### src/rtl/conv_seq_pkg.sv
package conv_seq_pkg;

   typedef enum logic {
      SEQ_IDLE = 1'b0,
      SEQ_BUSY = 1'b1
   } seq_state_e;

   typedef struct packed {
      logic cont;
      logic paced;
      logic tick;
      logic once;
   } start_req_t;

endpackage

### src/rtl/conv_rr_picker.sv
module conv_rr_picker #(
   parameter int NCH   = 5,
   parameter int SEL_W = 3
) (
   input  logic [SEL_W-1:0] cur_i,
   input  logic [NCH-1:0]   mask_i,
   output logic [SEL_W-1:0] nxt_o
);
   localparam int LAST = NCH - 1;

   always_comb begin
      int   base;
      int   idx;
      logic found;
      nxt_o = cur_i;
      found = 1'b0;
      idx   = 0;
      base  = (int'(cur_i) >= LAST) ? 0 : int'(cur_i) + 1;
      for (int k = 0; k < NCH; k++) begin
         idx = (base + k) % NCH;
         if (!found && mask_i[idx]) begin
            nxt_o = SEL_W'(idx);
            found = 1'b1;
         end
      end
   end
endmodule

### src/rtl/conv_launch_ctrl.sv
module conv_launch_ctrl
   import conv_seq_pkg::*;
(
   input  logic       clk_i,
   input  logic       rst_ni,
   input  logic       enable_i,
   input  start_req_t req_i,
   input  logic       done_i,
   output logic       launch_o,
   output logic       accept_o,
   output logic       busy_o
);
   seq_state_e state_q;
   logic       want;

   assign busy_o   = (state_q == SEQ_BUSY);
   assign want     = (req_i.cont && (!req_i.paced || req_i.tick)) ||
                     (req_i.once && !req_i.cont);
   assign launch_o = enable_i && !busy_o && want;
   assign accept_o = busy_o && done_i;

   always_ff @(posedge clk_i or negedge rst_ni) begin
      if (!rst_ni) begin
         state_q <= SEQ_IDLE;
      end else if (launch_o) begin
         state_q <= SEQ_BUSY;
      end else if (accept_o) begin
         state_q <= SEQ_IDLE;
      end
   end
endmodule

### src/rtl/conv_result_hold.sv
module conv_result_hold #(
   parameter int DATA_W = 12
) (
   input  logic              clk_i,
   input  logic              rst_ni,
   input  logic              accept_i,
   input  logic              err_i,
   input  logic [DATA_W-1:0] data_i,
   input  logic              clr_i,
   output logic [DATA_W-1:0] result_o,
   output logic              last_err_o,
   output logic              sticky_o,
   output logic              valid_o
);
   always_ff @(posedge clk_i or negedge rst_ni) begin
      if (!rst_ni) begin
         result_o   <= '0;
         last_err_o <= 1'b0;
         valid_o    <= 1'b0;
      end else begin
         valid_o <= accept_i;
         if (accept_i) begin
            result_o   <= data_i;
            last_err_o <= err_i;
         end
      end
   end

   always_ff @(posedge clk_i or negedge rst_ni) begin
      if (!rst_ni) begin
         sticky_o <= 1'b0;
      end else if (accept_i && err_i) begin
         sticky_o <= 1'b1;
      end else if (clr_i) begin
         sticky_o <= 1'b0;
      end
   end
endmodule

### src/rtl/conv_sequencer.sv
module conv_sequencer
   import conv_seq_pkg::*;
#(
   parameter int NCH         = 5,
   parameter int SEL_W       = 3,
   parameter int DATA_W      = 12,
   parameter bit ROUND_ROBIN = 1'b1
) (
   input  logic              clk_i,
   input  logic              rst_ni,
   input  logic              enable_i,
   input  logic              start_once_i,
   input  logic              start_cont_i,
   input  logic              pace_en_i,
   input  logic              pace_tick_i,
   input  logic [NCH-1:0]    rr_mask_i,
   input  logic              chan_wr_i,
   input  logic [SEL_W-1:0]  chan_wdata_i,
   input  logic              err_clr_i,
   output logic              conv_start_o,
   input  logic              conv_done_i,
   input  logic              conv_err_i,
   input  logic [DATA_W-1:0] conv_data_i,
   output logic [SEL_W-1:0]  chan_o,
   output logic              ready_o,
   output logic [DATA_W-1:0] result_o,
   output logic              last_err_o,
   output logic              sticky_err_o,
   output logic              result_valid_o
);
   localparam int MIN_SEL_W = (NCH > 1) ? $clog2(NCH) : 1;

   if (SEL_W < MIN_SEL_W) begin : g_bad_sel_w
      $error("channel select too narrow for channel count");
   end
   if (NCH < 1) begin : g_bad_nch
      $error("channel count must be positive");
   end
   if (DATA_W < 1) begin : g_bad_data_w
      $error("result width must be positive");
   end

   start_req_t       req;
   logic             launch;
   logic             accept;
   logic             busy;
   logic [SEL_W-1:0] chan_q;
   logic [SEL_W-1:0] chan_nxt;

   assign req.cont  = start_cont_i;
   assign req.paced = pace_en_i;
   assign req.tick  = pace_tick_i;
   assign req.once  = start_once_i;

   conv_launch_ctrl u_ctrl (
      .clk_i    (clk_i),
      .rst_ni   (rst_ni),
      .enable_i (enable_i),
      .req_i    (req),
      .done_i   (conv_done_i),
      .launch_o (launch),
      .accept_o (accept),
      .busy_o   (busy)
   );

   if (ROUND_ROBIN) begin : g_rr
      conv_rr_picker #(
         .NCH   (NCH),
         .SEL_W (SEL_W)
      ) u_pick (
         .cur_i  (chan_q),
         .mask_i (rr_mask_i),
         .nxt_o  (chan_nxt)
      );
   end else begin : g_fixed
      assign chan_nxt = chan_q;
   end

   always_ff @(posedge clk_i or negedge rst_ni) begin
      if (!rst_ni) begin
         chan_q <= '0;
      end else if (chan_wr_i) begin
         chan_q <= chan_wdata_i;
      end else if (accept && (|rr_mask_i)) begin
         chan_q <= chan_nxt;
      end
   end

   conv_result_hold #(
      .DATA_W (DATA_W)
   ) u_hold (
      .clk_i      (clk_i),
      .rst_ni     (rst_ni),
      .accept_i   (accept),
      .err_i      (conv_err_i),
      .data_i     (conv_data_i),
      .clr_i      (err_clr_i),
      .result_o   (result_o),
      .last_err_o (last_err_o),
      .sticky_o   (sticky_err_o),
      .valid_o    (result_valid_o)
   );

   assign conv_start_o = launch;
   assign chan_o       = chan_q;
   assign ready_o      = enable_i && !busy;
endmodule

### config.mk
export PLATFORM = sky130hd
export DESIGN_NAME = conv_sequencer
export DESIGN_NICKNAME = d
export VERILOG_FILES = /design/src/rtl/conv_seq_pkg.sv /design/src/rtl/conv_rr_picker.sv /design/src/rtl/conv_launch_ctrl.sv /design/src/rtl/conv_result_hold.sv /design/src/rtl/conv_sequencer.sv
export SDC_FILE = /design/constraint.sdc
export NUM_CORES = 1
export LEC_CHECK = 0
export BUFFER_PORTS_ARGS = -buffer_cell sky130_fd_sc_hd__buf_2
export CAP_MARGIN = 20
export CORE_ASPECT_RATIO = 1.25
export CORE_MARGIN = 2
export CORE_UTILIZATION = 40
export DETAILED_ROUTE_END_ITERATION = 8
export PLACE_DENSITY = 0.64
export SYNTH_ARGS = -nofsm -noshare
export SYNTH_HDL_FRONTEND = slang
export SYNTH_SLANG_ARGS = --single-unit
### constraint.sdc
create_clock -name clk_i -period 13.12 [get_ports clk_i]
set_input_delay 2.624 -clock clk_i [delete_from_list [all_inputs] [get_ports clk_i]]
set_output_delay 2.624 -clock clk_i [all_outputs]
set_load 0.02 [all_outputs]
Yosys cells after proc, flatten, opt, wreduce, memory -nomap -nowiden
Index checks and enable logic that the tools add are counted.

storage, ports and cells
  word-level logic and storage cells = 79
  input bits = 31
  output and inout bits = 20
  register bits after elaboration = 19

operators by class
  $lt $le $gt $ge = 6
  muxes and demuxes = 31
  $add $sub $neg = 5
  divide/modulo/power cells = 5
  reduce and logical (&&, ||, !) cells = 26

operators with widths
  cell                                                         number
  less-than comparator 32 x 5 -> 1 bit, second input constant  5
  modulo 32 x 4 -> 32 bit, second input constant               5
  adder 32 x 3 -> 32 bit, second input constant                2
  adder 32 x 2 -> 32 bit, second input constant                1
  adder 32 x 4 -> 32 bit, second input constant                1
  two-way mux 32 bit                                           1
  two-way mux 3 bit                                            7
  two-way mux 1 bit                                            18
  binary-select mux 1 bit (select 3 bit)                       5
  logical AND 1 bit                                            11
  logical NOT 1 bit                                            7
  nonzero test 2 bit                                           3
  nonzero test 6 bit                                           1
  OR reduction 5 bit                                           1
  adder 3 x 1 -> 4 bit, second input constant                  1
  greater-or-equal comparator 3 bit, second input constant     1
  logical OR 1 bit                                             2
  AND reduction 2 bit                                          1

Logic depth before layout (Yosys ltp)
  word-level depth = 21
  gate-level depth with buffers = 29
  gate-level depth less buffers = 25

Modules after synthesis
From an unflattened synthesis, not the netlist that was laid out.

unflattened totals
  cells, all modules = 418
  area, all modules = 3517.1 µm²

modules (own cells, without submodules)
  module            seq. area each (µm²)  times used  area each (µm²)  cells each
  conv_rr_picker    0.0                   1           2651.3           353
  conv_result_hold  375.4                 1           573.0            33
  conv_sequencer    75.1                  1           217.7            24
  conv_launch_ctrl  25.0                  1           75.1             8

Least setup slack after synthesis
Ideal clock, no wire load.

  path kind = input to output
  from = input port enable_i
  to = output port conv_start_o
  stages = 3
  data required time = 10496 ps
  arrival = 3565 ps
  slack = 6931 ps
  path buffers = 0
  path through = nor2b_1 o21ai_0 a31oi_1

on the way
  longest elaborated chain between the ends = 2

RTL lines
  item                             RTL line                RTL
  start: declaration               conv_sequencer.sv:11    input logic enable_i,
  logical AND 1 bit (2 in series)  conv_launch_ctrl.sv:19  assign launch_o = enable_i && !busy_o && want;
  end: declaration                 conv_sequencer.sv:20    output logic conv_start_o,

Every way passes these cells.

Worst setup path in the final report
  from = register chan_q[0], in the netlist chan_o[0]
  to = register chan_q[0], in the netlist chan_o[0]

on the way
  longest elaborated chain between the ends = 21
  elaborated cells on any way between the ends = 48
  classes of those cells = 5 x add/sub; 5 x div; 1 x order compare; 27 x mux; 10 x reduce/logical

RTL lines
  item                                                                              RTL line              RTL
  start: declaration                                                                conv_sequencer.sv:47  logic [SEL_W-1:0] chan_q;
  start signal: assignment                                                          conv_sequencer.sv:83  chan_q <= chan_wdata_i;
  start signal: assignment                                                          conv_sequencer.sv:85  chan_q <= chan_nxt;
  adder 3 x 1 -> 4 bit / greater-or-equal comparator 3 bit (equally long branches)  conv_rr_picker.sv:18  base = (int'(cur_i) >= LAST) ? 0 : int'(cur_i) + 1;
  two-way mux 32 bit (*)                                                            conv_rr_picker.sv:18
  parallel branches: the longest is 19 deep, another holds adder 32 x 2 -> 32 bit   n/a

Mark *: on every way between the ends. The select of a mux whose other input is x is not followed.
A chain may end at the register's enable or synchronous reset.

==> metrics.txt <==
status completed; WP data required approximately 13 ns; final hold vios 0; Die ar. between 9000 and 10000 um2; HP Start u_hold.result_o[4]; share of cells above drive strength 1 0.2227; largest net degree at the start of global routing 28; Yosys top cell area share 0.1439; DRC Markers 0; TritonRoute pass-1 iters 4; Yosys warning count 0; WS Path Type flip-flop to flip-flop; IO Pins 51; postcts setup bufs 0; 1st-iter DRT viols 147; Total GRT Usage 0.1993; Clock Tree Root clkbuf_8; arrival time at the worst endpoint approximately 7.0 ns; Syn-to-layout area delta 9.811%; vias in the first global route 3173; ys flop type dfrtp_1; Top Layer Used met4; HP Class flip-flop to flip-flop; Reg area 475.5 um2; Sink Count 19; largest area contributor in the netlist dfrtp_1; initial antenna violation count 0; most common cell after layout, fill and taps aside buf_2; # rows 37; Reg-to-Reg Start chan_o[0]; layout filler cell count roughly 800; post_cts resized 0; insertion delay to the later sink of the worst-skew pair ~0.26 ns; Synth Area per Inst 8.341 um2; synthesis-stage register bit count 19; TritonCTS buffer count 3; chip width 85.28 um; Post-synth EDFFs 0; hold path endpoint u_hold.result_o[4]; clock buffer depth 2; asr flop ratio synth 1.000; WL/cell 16.86 um; area of the multi-input gates roughly 2600 um2; CTS clk-pin slew, worst paths 0.07 ns; Seq/Total Area, Yosys 0.1439; crit path capture type flip-flop; Final Setup Violations 0; Max Cap Viol 0; max-slew violations 0; WL final slightly below 9 mm; max_slew headroom 0.4016; final clock skew 0.002036 ns; Initial Util 0.4054; vias per inst roughly 6.1; CTS tree yes; Tmin final 6.868 ns; Final HPWL DP 7.013 mm; worst-margin pin slew 0.8976 ns; H-tree depth 1; Met3 Wirelength around 350 um; global route overflow 0; nets 499; ant diodes 0; Routed Antenna Nets 0; unrepaired setup endpoints after global routing false; Synth Cell Area 3303 um2; input/output buffers 50; Sum Neg Setup Slack 0 ns; final RePlAce weighted congestion about 0.86; crit path launch type flip-flop; final worst path period share 0.5235; commonest non-fill, non-tap cells in the layout 50 x buf_2, 36 x ha_1, 25 x inv_1, 22 x a21oi_1, 22 x nand2_1; cells after synthesis a little under 400; worst reg2reg path depth 24; met1 WL roughly 3.8 mm; reg2reg end chan_o[0]; detailed-route via count between 3000 and 4000; FMAX 145.6 MHz; CORE AREA 8148 um2; met2 wire len between 4 and 5 mm; r2r setup slk 6.25 ns; hold path cells 1; die height ~110 um; Max Fanout on Critical Path 21; synth unique cells 88; first-pass GRT wire length 14.89 mm; top cells by area, synth dfrtp_1 14%, ha_1 14%, mux2_2 5.1%, mux2i_1 4.5%, a21oi_1 3.3%; hold-fix buffer count after cts 0
[synthesized netlist by cell type, types with 6 or more instances]
library cell / n
mux2_2: 15
ha_1: 36
inv_1: 25
o2111ai_1: 7
nand2_1: 22
a21oi_1: 22
o211ai_1: 8
mux2i_1: 15
buf_2: 15
nor2b_1: 7
nor3_1: 7
o21ai_0: 16
nand3_1: 9
nor2_1: 21
nand2b_1: 14
a21o_1: 6
dfrtp_1: 19
[state kept, by name, indices dropped and copies added (netlist names)]
signal and cells:
u_hold.result_o 12, chan_o 3, u_ctrl.busy_o 1, u_hold.last_err_o 1
u_hold.sticky_o 1, u_hold.valid_o 1
[worst max-delay path by stage]
| stage | start | endpoint | slack, ns | depth (start not counted) |
|---|---|---|---|---|
| global placement | chan_o[0] | chan_o[1] | 6.39 | 24 |
| floorplan | enable_i | conv_start_o | 6.93 | 3 |
| finish | chan_o[0] | chan_o[0] | 6.25 | 24 |
| global route | chan_o[0] | chan_o[1] | 5.59 | 24 |
| detailed placement | chan_o[0] | chan_o[0] | 6.31 | 24 |
| CTS | chan_o[0] | chan_o[0] | 6.30 | 24 |
[metrics by stage]
step | std cells | hold slack (ns) | util | area, um2 | setup slack (ns)
finish | 528 | 0.5066 | 0.4452 | 3627 | 6.252
global route | 528 | 0.5256 | 0.4452 | 3627 | 5.588
CTS | 528 | 0.5138 | 0.4452 | 3627 | 6.295
detailed placement | 524 | 0.4899 | 0.4395 | 3581 | 6.307
global placement | 524 | 0.4862 | 0.4395 | 3581 | 6.390
floorplan | 398 | 0.4686 | - | 3311 | 6.931
[cell type report]
cell class / instances / share of cell area
Timing Repair Buffer: 51 / 0.07106
Tap cell: 97 / 0.03346
Clock buffer: 3 / 0.01138
Clock inverter: 1 / 0.001380
Multi-Input combinational cell: 329 / 0.7227
Inverter: 28 / 0.02898
Sequential cell: 19 / 0.1311
[kinds of logic (layout without fill, tap and decap cells)]
group	count (synthesis)	count (layout)	share of synthesized area
compound gates	132	132	0.3227
xor+xnor	4	4	0.01060
fa+ha+maj	36	36	0.1364
buf+inv	50	83	0.06477
flops	19	19	0.1439
mux	31	31	0.1034
other cells	2	4	0.002274
simple gates	122	122	0.2159
[worst max-delay path, stage by stage (launching register included)]
cell	delay (ns)
dfrtp_1	0.54
ha_1	0.67
and2b_1	0.61
ha_1	0.51
nand2b_1	0.19
a211o_1	0.29
nand2_1	0.09
inv_1	0.06
ha_1	0.19
o21bai_1	0.15
a211o_1	0.32
o2111a_1	0.15
nor4_1	0.49
nor2_1	0.16
ha_1	0.27
inv_1	0.10
o32ai_1	0.11
o21ai_0	0.18
a221o_1	0.33
a31oi_1	0.16
o211ai_2	0.40
nand4b_4	0.20
o221a_4	0.31
o31ai_1	0.20
a31oi_1	0.06
[layer usage]
layer / GRT usage / up-vias
li1: - / 1570
met1: 0.2366 / 1507
met2: 0.3566 / 103
met3: 0.01723 / 20
met4: 0.09297 / 0
met5: 0 / -
Power is left out: the tool's default activity adds up to more than one toggle a clock period on the data nets, which glitch-free logic cannot reach.
